File: config.mk
export PLATFORM = sky130hd
export DESIGN_NAME = sc_mesh_cell
export DESIGN_NICKNAME = d
export VERILOG_FILES = /design/src/rtl/sc_cell_pkg.sv /design/src/rtl/sc_block_timer.sv /design/src/rtl/sc_prio_pick.sv /design/src/rtl/sc_mesh_cell.sv
export SDC_FILE = /design/constraint.sdc
export NUM_CORES = 1
export LEC_CHECK = 0
export ABC_CLOCK_PERIOD_IN_PS = 2300
export BUFFER_PORTS_ARGS = -buffer_cell sky130_fd_sc_hd__buf_4
export CAP_MARGIN = 20
export CORE_MARGIN = 5
export CORE_UTILIZATION = 24
export CTS_CLUSTER_SIZE = 30
export DETAILED_ROUTE_END_ITERATION = 8
export MAX_ROUTING_LAYER = met4
export PLACE_DENSITY = 0.45
export SYNTH_ARGS = -nofsm -noshare
export SYNTH_HDL_FRONTEND = slang
export SYNTH_HIERARCHICAL = 1
export SYNTH_SLANG_ARGS = --single-unit
export TNS_END_PERCENT = 20
File: constraint.sdc
create_clock -name clk -period 2.3 [get_ports clk]
set_input_delay 0.23 -clock clk [delete_from_list [all_inputs] [get_ports clk]]
set_output_delay 0.23 -clock clk [all_outputs]
set_load 0.03 [all_outputs]
File: src/rtl/sc_cell_pkg.sv
package sc_cell_pkg;
   localparam int NUM_DIR = 4;

   typedef logic [NUM_DIR-1:0] dirv_t;

   // side d of arrival maps to side (NUM_DIR-1-d) of departure
   function automatic dirv_t turn_over(dirv_t v);
      dirv_t r;
      for (int d = 0; d < NUM_DIR; d++) r[NUM_DIR-1-d] = v[d];
      return r;
   endfunction
endpackage

File: src/rtl/sc_block_timer.sv
module sc_block_timer #(
   parameter int HOLD = 5
) (
   input  logic clk,
   input  logic rst_n,
   input  logic trig,
   output logic hold
);
   localparam int STAGES = HOLD - 1;

   generate
      if (HOLD < 2) begin : g_bad
         $error("sc_block_timer: HOLD must be at least 2");
      end
      if (STAGES == 1) begin : g_single
         logic st_q;
         always_ff @(posedge clk or negedge rst_n) begin
            if (!rst_n) st_q <= 1'b0;
            else        st_q <= trig;
         end
         assign hold = trig | st_q;
      end else begin : g_chain
         logic [STAGES-1:0] st_q;
         always_ff @(posedge clk or negedge rst_n) begin
            if (!rst_n) st_q <= '0;
            else        st_q <= {st_q[STAGES-2:0], trig};
         end
         assign hold = trig | (|st_q);
      end
   endgenerate
endmodule

File: src/rtl/sc_prio_pick.sv
module sc_prio_pick #(
   parameter int N    = 4,
   parameter int KEEP = 1
) (
   input  logic [N-1:0] req,
   output logic [N-1:0] pick
);
   logic [N-1:0] rem [KEEP+1];

   generate
      if (KEEP < 1 || KEEP > N) begin : g_bad
         $error("sc_prio_pick: KEEP out of range");
      end
   endgenerate

   assign rem[0] = req;

   for (genvar k = 0; k < KEEP; k++) begin : g_stage
      logic [N-1:0] sel;
      always_comb begin
         sel = '0;
         for (int i = N - 1; i >= 0; i--) begin
            if (rem[k][i]) begin
               sel    = '0;
               sel[i] = 1'b1;
            end
         end
      end
      assign rem[k+1] = rem[k] & ~sel;
   end

   assign pick = req & ~rem[KEEP];
endmodule

File: src/rtl/sc_mesh_cell.sv
module sc_mesh_cell
   import sc_cell_pkg::*;
#(
   parameter int BLOCK_CYC = 5
) (
   input  logic       clk,
   input  logic       rst_n,
   input  logic       decode_start,
   input  logic       syndrome_in,
   input  logic       glb_rst_in,
   input  logic [3:0] grow_in,
   input  logic [3:0] req_in,
   input  logic [3:0] gnt_in,
   input  logic [3:0] pair_in,
   output logic [3:0] grow_out,
   output logic [3:0] req_out,
   output logic [3:0] gnt_out,
   output logic [3:0] pair_out,
   output logic       glb_rst_req,
   output logic       error_out
);
   generate
      if (NUM_DIR != 4) begin : g_bad
         $error("sc_mesh_cell: four neighbour sides expected");
      end
   endgenerate

   logic  blk;
   dirv_t g_m, r_m, a_m;
   dirv_t gnt_pick, meet_two;
   logic  meet;

   logic  hot_q, inter_q, rst_q, err_q;
   dirv_t side_q, got_q, gfwd_q, req_q, gnt_q, pair_q;
   dirv_t got_nx, cons;
   logic  done;

   sc_block_timer #(.HOLD(BLOCK_CYC)) u_timer (
      .clk  (clk),
      .rst_n(rst_n),
      .trig (glb_rst_in),
      .hold (blk)
   );

   assign g_m = blk ? '0 : grow_in;
   assign r_m = blk ? '0 : req_in;
   assign a_m = blk ? '0 : gnt_in;

   sc_prio_pick #(.N(NUM_DIR), .KEEP(1)) u_gnt_pick (
      .req (r_m),
      .pick(gnt_pick)
   );

   sc_prio_pick #(.N(NUM_DIR), .KEEP(2)) u_meet_pick (
      .req (g_m),
      .pick(meet_two)
   );

   assign meet   = ($countones(g_m) >= 2) && !hot_q;
   assign cons   = inter_q ? side_q : '0;
   assign got_nx = got_q | (a_m & cons);
   assign done   = inter_q && ((got_nx & side_q) == side_q);

   always_ff @(posedge clk or negedge rst_n) begin
      if (!rst_n) begin
         hot_q   <= 1'b0;
         inter_q <= 1'b0;
         side_q  <= '0;
         got_q   <= '0;
         gfwd_q  <= '0;
         req_q   <= '0;
         gnt_q   <= '0;
         pair_q  <= '0;
         rst_q   <= 1'b0;
         err_q   <= 1'b0;
      end else begin
         gfwd_q <= hot_q ? '0 : turn_over(g_m);
         req_q  <= hot_q ? '0 : (turn_over(r_m) | ((meet && !inter_q) ? meet_two : '0));
         gnt_q  <= hot_q ? gnt_pick : turn_over(a_m & ~cons);
         pair_q <= hot_q ? '0 : (turn_over(pair_in) | (done ? side_q : '0));
         rst_q  <= hot_q && (|pair_in);

         if (decode_start)                 hot_q <= syndrome_in;
         else if (hot_q && (|pair_in))     hot_q <= 1'b0;

         if (decode_start || blk || done) begin
            inter_q <= 1'b0;
            got_q   <= '0;
         end else if (!inter_q && meet) begin
            inter_q <= 1'b1;
            side_q  <= meet_two;
            got_q   <= '0;
         end else begin
            got_q   <= got_nx;
         end

         if (decode_start)                 err_q <= 1'b0;
         else if ((|pair_in) || done)      err_q <= 1'b1;
      end
   end

   assign grow_out    = {NUM_DIR{hot_q}} | gfwd_q;
   assign req_out     = req_q;
   assign gnt_out     = gnt_q;
   assign pair_out    = pair_q;
   assign glb_rst_req = rst_q;
   assign error_out   = err_q;

   // a hot cell grants at most one side
   a_r6_single_grant: assert property (@(posedge clk) disable iff (!rst_n)
      hot_q && !decode_start |=> $onehot0(gnt_out));

   // pair landing on a hot cell raises the reset request and cools it
   a_r10_pair_ends_hot: assert property (@(posedge clk) disable iff (!rst_n)
      hot_q && (|pair_in) && !decode_start |=> glb_rst_req && !hot_q);

   // no request leaves the cell right after a global reset
   a_r11_block_req: assert property (@(posedge clk) disable iff (!rst_n)
      glb_rst_in |=> (req_out == '0));

   // pairs pass a cold cell even while blocked
   a_r12_pair_passes: assert property (@(posedge clk) disable iff (!rst_n)
      !hot_q && pair_in[0] |=> pair_out[3]);

   // any incoming pair marks the chain
   a_r9_pair_marks: assert property (@(posedge clk) disable iff (!rst_n)
      (|pair_in) && !decode_start |=> error_out);

   // the mark holds until a decode-start strobe
   a_r13_sticky: assert property (@(posedge clk) disable iff (!rst_n)
      error_out && !decode_start |=> error_out);
endmodule

==> results.cfg <==
[status]
outcome = finished clean

[floorplan]
die_h_um = 89.46
rows = 29
die-area_um2 = 8002
initial_utilization = 0.2428
coreArea_um2 = 6241
io_pins = 39
fp.dieW_um = 89.46

[final_layout]
areaGrowthSynthToFinish_pct = 28.74
antenna_cells = 0
nets = 195
drive_gt1_frac = 0.3543

[global_routing]
grt_pass1_vias = 1303
gr-usage-all-layers = 0.1069
antenna_found_initial = 0
overflow = 0
grt_pass1_wl_mm = 6.216
grt_start_max_net_pins = 33

[route]
first_iter_violations = 54
drc = 0
via_count = 1134
wl_met3_um = 204
ant_nets = 0
dr_wl_met2_mm = 1.758
dr.pass1.iters = 4
viasPerCell = 4.500
routedWlPerCell_um = 14.56
wl_met1_mm = 1.644
highest_layer = met4
drt-total-wl_mm = 3.670

[yosys]
syn_nets = 155
yosys_warnings = 6
synthDistinctLibCells = 37
synth_top_flop_cell = dfrtp_1
seq_area_frac_synth = 0.5285
syn_area_per_cell_um2 = 11.31
synth_edf_count = 0
synthCells = 134
synth_area_um2 = 1515
async_flop_share = 1.000
ys_seq_elements = 32

[critical_path]
rrSetupSlack_ps = 310
r2r_start = u_timer/g_chain.st_q[1]
cp-startpoint = u_timer/g_chain.st_q[1]
worstPathMaxFanout = 17
cp_slowest_cell = nor2b_1
endpoint_kind = flip-flop
critPathKind = reg -> reg
arrival_ps = 2150
crit_path_end = side_q[3]
rr_endpoint = side_q[3]
cp_slowest_stage_delay_ps = 400
worstRegToRegCells = 6
cp-start-kind = flip-flop
required_ps = 2470
crit_chain = nor3_1 > nand2_1 > nor2b_1 > a21oi_1 > o21a_1 > mux2_4

[placed_design]
hpwl_mm = 2.782
portBuffers = 38
gp_congestion = 0.8278

[hold_path]
hold_path.class = in -> reg
hp-start = glb_rst_in
holdPathStages = 1

[clock_tree]
cts_inserted_buffers = 5
insertion_delay_ps = 280
cts_resized = 0
max-clock-path-buffers = 2
cts_sinks = 32
tritoncts = built
path_clk_slew_ps = 60
htreeDepth = 2
clock-root-buffer = clkbuf_8

[sta]
relSlewSlack = 0.6337
hold_slack_ps = 72.62
fin_crit_sh = 0.8634
tightest_slew_ps = 548.1
hold_violations = 0
tns_ps = 0
setup_violations = 0
post-route-min-period_ps = 1986
slew_viol_final = 0
clock_skew_ps = 5.185
rsz0062_at_grt = false
fmax_ghz = 0.5036

[pwr]
power.leakage_nw = 0.9470
p_total_mw = 1.143
peakVddDrop_uv = 262.0
power_density_nw_per_um2 = 585.8

[job]
maxCapViolations = 0
[layout by cell type, fill, tap and decap left out]
cell type	netlist	routed
o221ai_2	1	1
a31oi_1	2	2
and3b_1	3	3
nor2_1	11	11
mux2_4	4	4
maj3_2	1	1
a22o_1	4	4
a41oi_1	1	1
and2b_1	2	2
nand2b_1	3	3
or3_1	1	1
nand2_4	1	1
nor3_1	2	2
nor2b_1	8	8
or2_1	5	5
a21boi_0	1	1
o211a_1	1	1
and2_1	4	4
a32o_1	2	2
buf_4	4	40
clkbuf_8	0	6
o21ai_2	1	1
nor2b_2	1	1
nor3_2	5	5
nor4b_2	1	1
dlygate4sd3_1	0	1
o32ai_4	1	1
nor3b_1	1	1
nor4_1	1	1
inv_1	4	4
dfrtp_1	32	32
o21a_1	1	1
nand3_1	2	2
nand2_1	11	11
o21ai_1	1	1
a21oi_1	7	7
clkbuf_1	1	2
[worst min-delay path by stage]
stage / to / slack, ps
floorplan: error_out / -70
global placement: pair_out[3] / 190
detailed placement: pair_out[2] / 190
CTS: u_timer/g_chain.st_q[0] / 60
global route: u_timer/g_chain.st_q[0] / 60
finish: u_timer/g_chain.st_q[0] / 70
[per-layer routing]
layer | up-vias | GRT usage
li1 | 537 | -
met1 | 559 | 0.1277
met2 | 31 | 0.1715
met3 | 7 | 0.02949
met4 | 0 | 0.04060
met5 | - | -
[metrics by stage]
stage          instances  setup slack (ps)  cell area (µm²)  utilization
2_1_floorplan        134             634.4             1515            -
3_3_place_gp         243             341.2             1851       0.2965
3_5_place_dp         243             309.9             1851       0.2965
4_1_cts              252             291.0             1951       0.3126
5_1_grt              252             97.08             1951       0.3126
6_report             252             314.1             1951       0.3126
[flip-flops by register name, indices dropped and copies added, names as in the netlist]
signal                cells
gfwd_q                    4
gnt_out                   4
got_q                     4
pair_out                  4
req_out                   4
side_q                    4
u_timer/g_chain.st_q      4
error_out                 1
glb_rst_req               1
hot_q                     1
inter_q                   1
[cells in the mapped netlist, types with 3 or more instances]
master,instances,share of area
nand2_1,11,0.027
inv_1,4,0.0099
dfrtp_1,32,0.53
nand2b_1,3,0.012
nor2b_1,8,0.033
a21oi_1,7,0.023
nor3_2,5,0.033
buf_4,4,0.020
and3b_1,3,0.017
a22o_1,4,0.023
or2_1,5,0.021
nor2_1,11,0.027
mux2_4,4,0.040
and2_1,4,0.017
[report_power, final]
part           leakage, nW  internal [mW]  switching [mW]  total, mW
sequential           0.426          0.576         0.00548      0.582
combinational        0.475         0.0542          0.0685      0.123
clock               0.0455          0.244           0.195      0.438
total                0.947          0.874           0.269       1.14
[worst max-delay path, delay by kind of cell, from the launching register on]
family           cells  cell delay [ps]
flip-flops           1              370
multiplexers         1              260
AO/OA/AOI/OAI        2              310
AND/OR/NAND/NOR      3              930
[repair_timing]
action / CTS / global route
buffers inserted: 0 / 0
endpoints found under the hold margin: 32 / 0
hold buffers: 1 / 0
[cells by family after synthesis]
logic type / after synthesis / share of synthesized area
buf+inv: 12 / 0.05036
fa+ha+maj: 1 / 0.007431
flops: 32 / 0.5285
simple gates: 62 / 0.2469
mux: 4 / 0.03964
compound gates: 23 / 0.1272
[cell type report]
cell class | count | area, µm²
multi-input combinational | 90 | 638.1
fill | 682 | 4290
sequential | 32 | 800.8
tap | 77 | 96.34
inverter | 4 | 15.01
timing repair buffer | 41 | 310.3
clock buffer | 8 | 90.09
(Power assumes the default switching activity.)
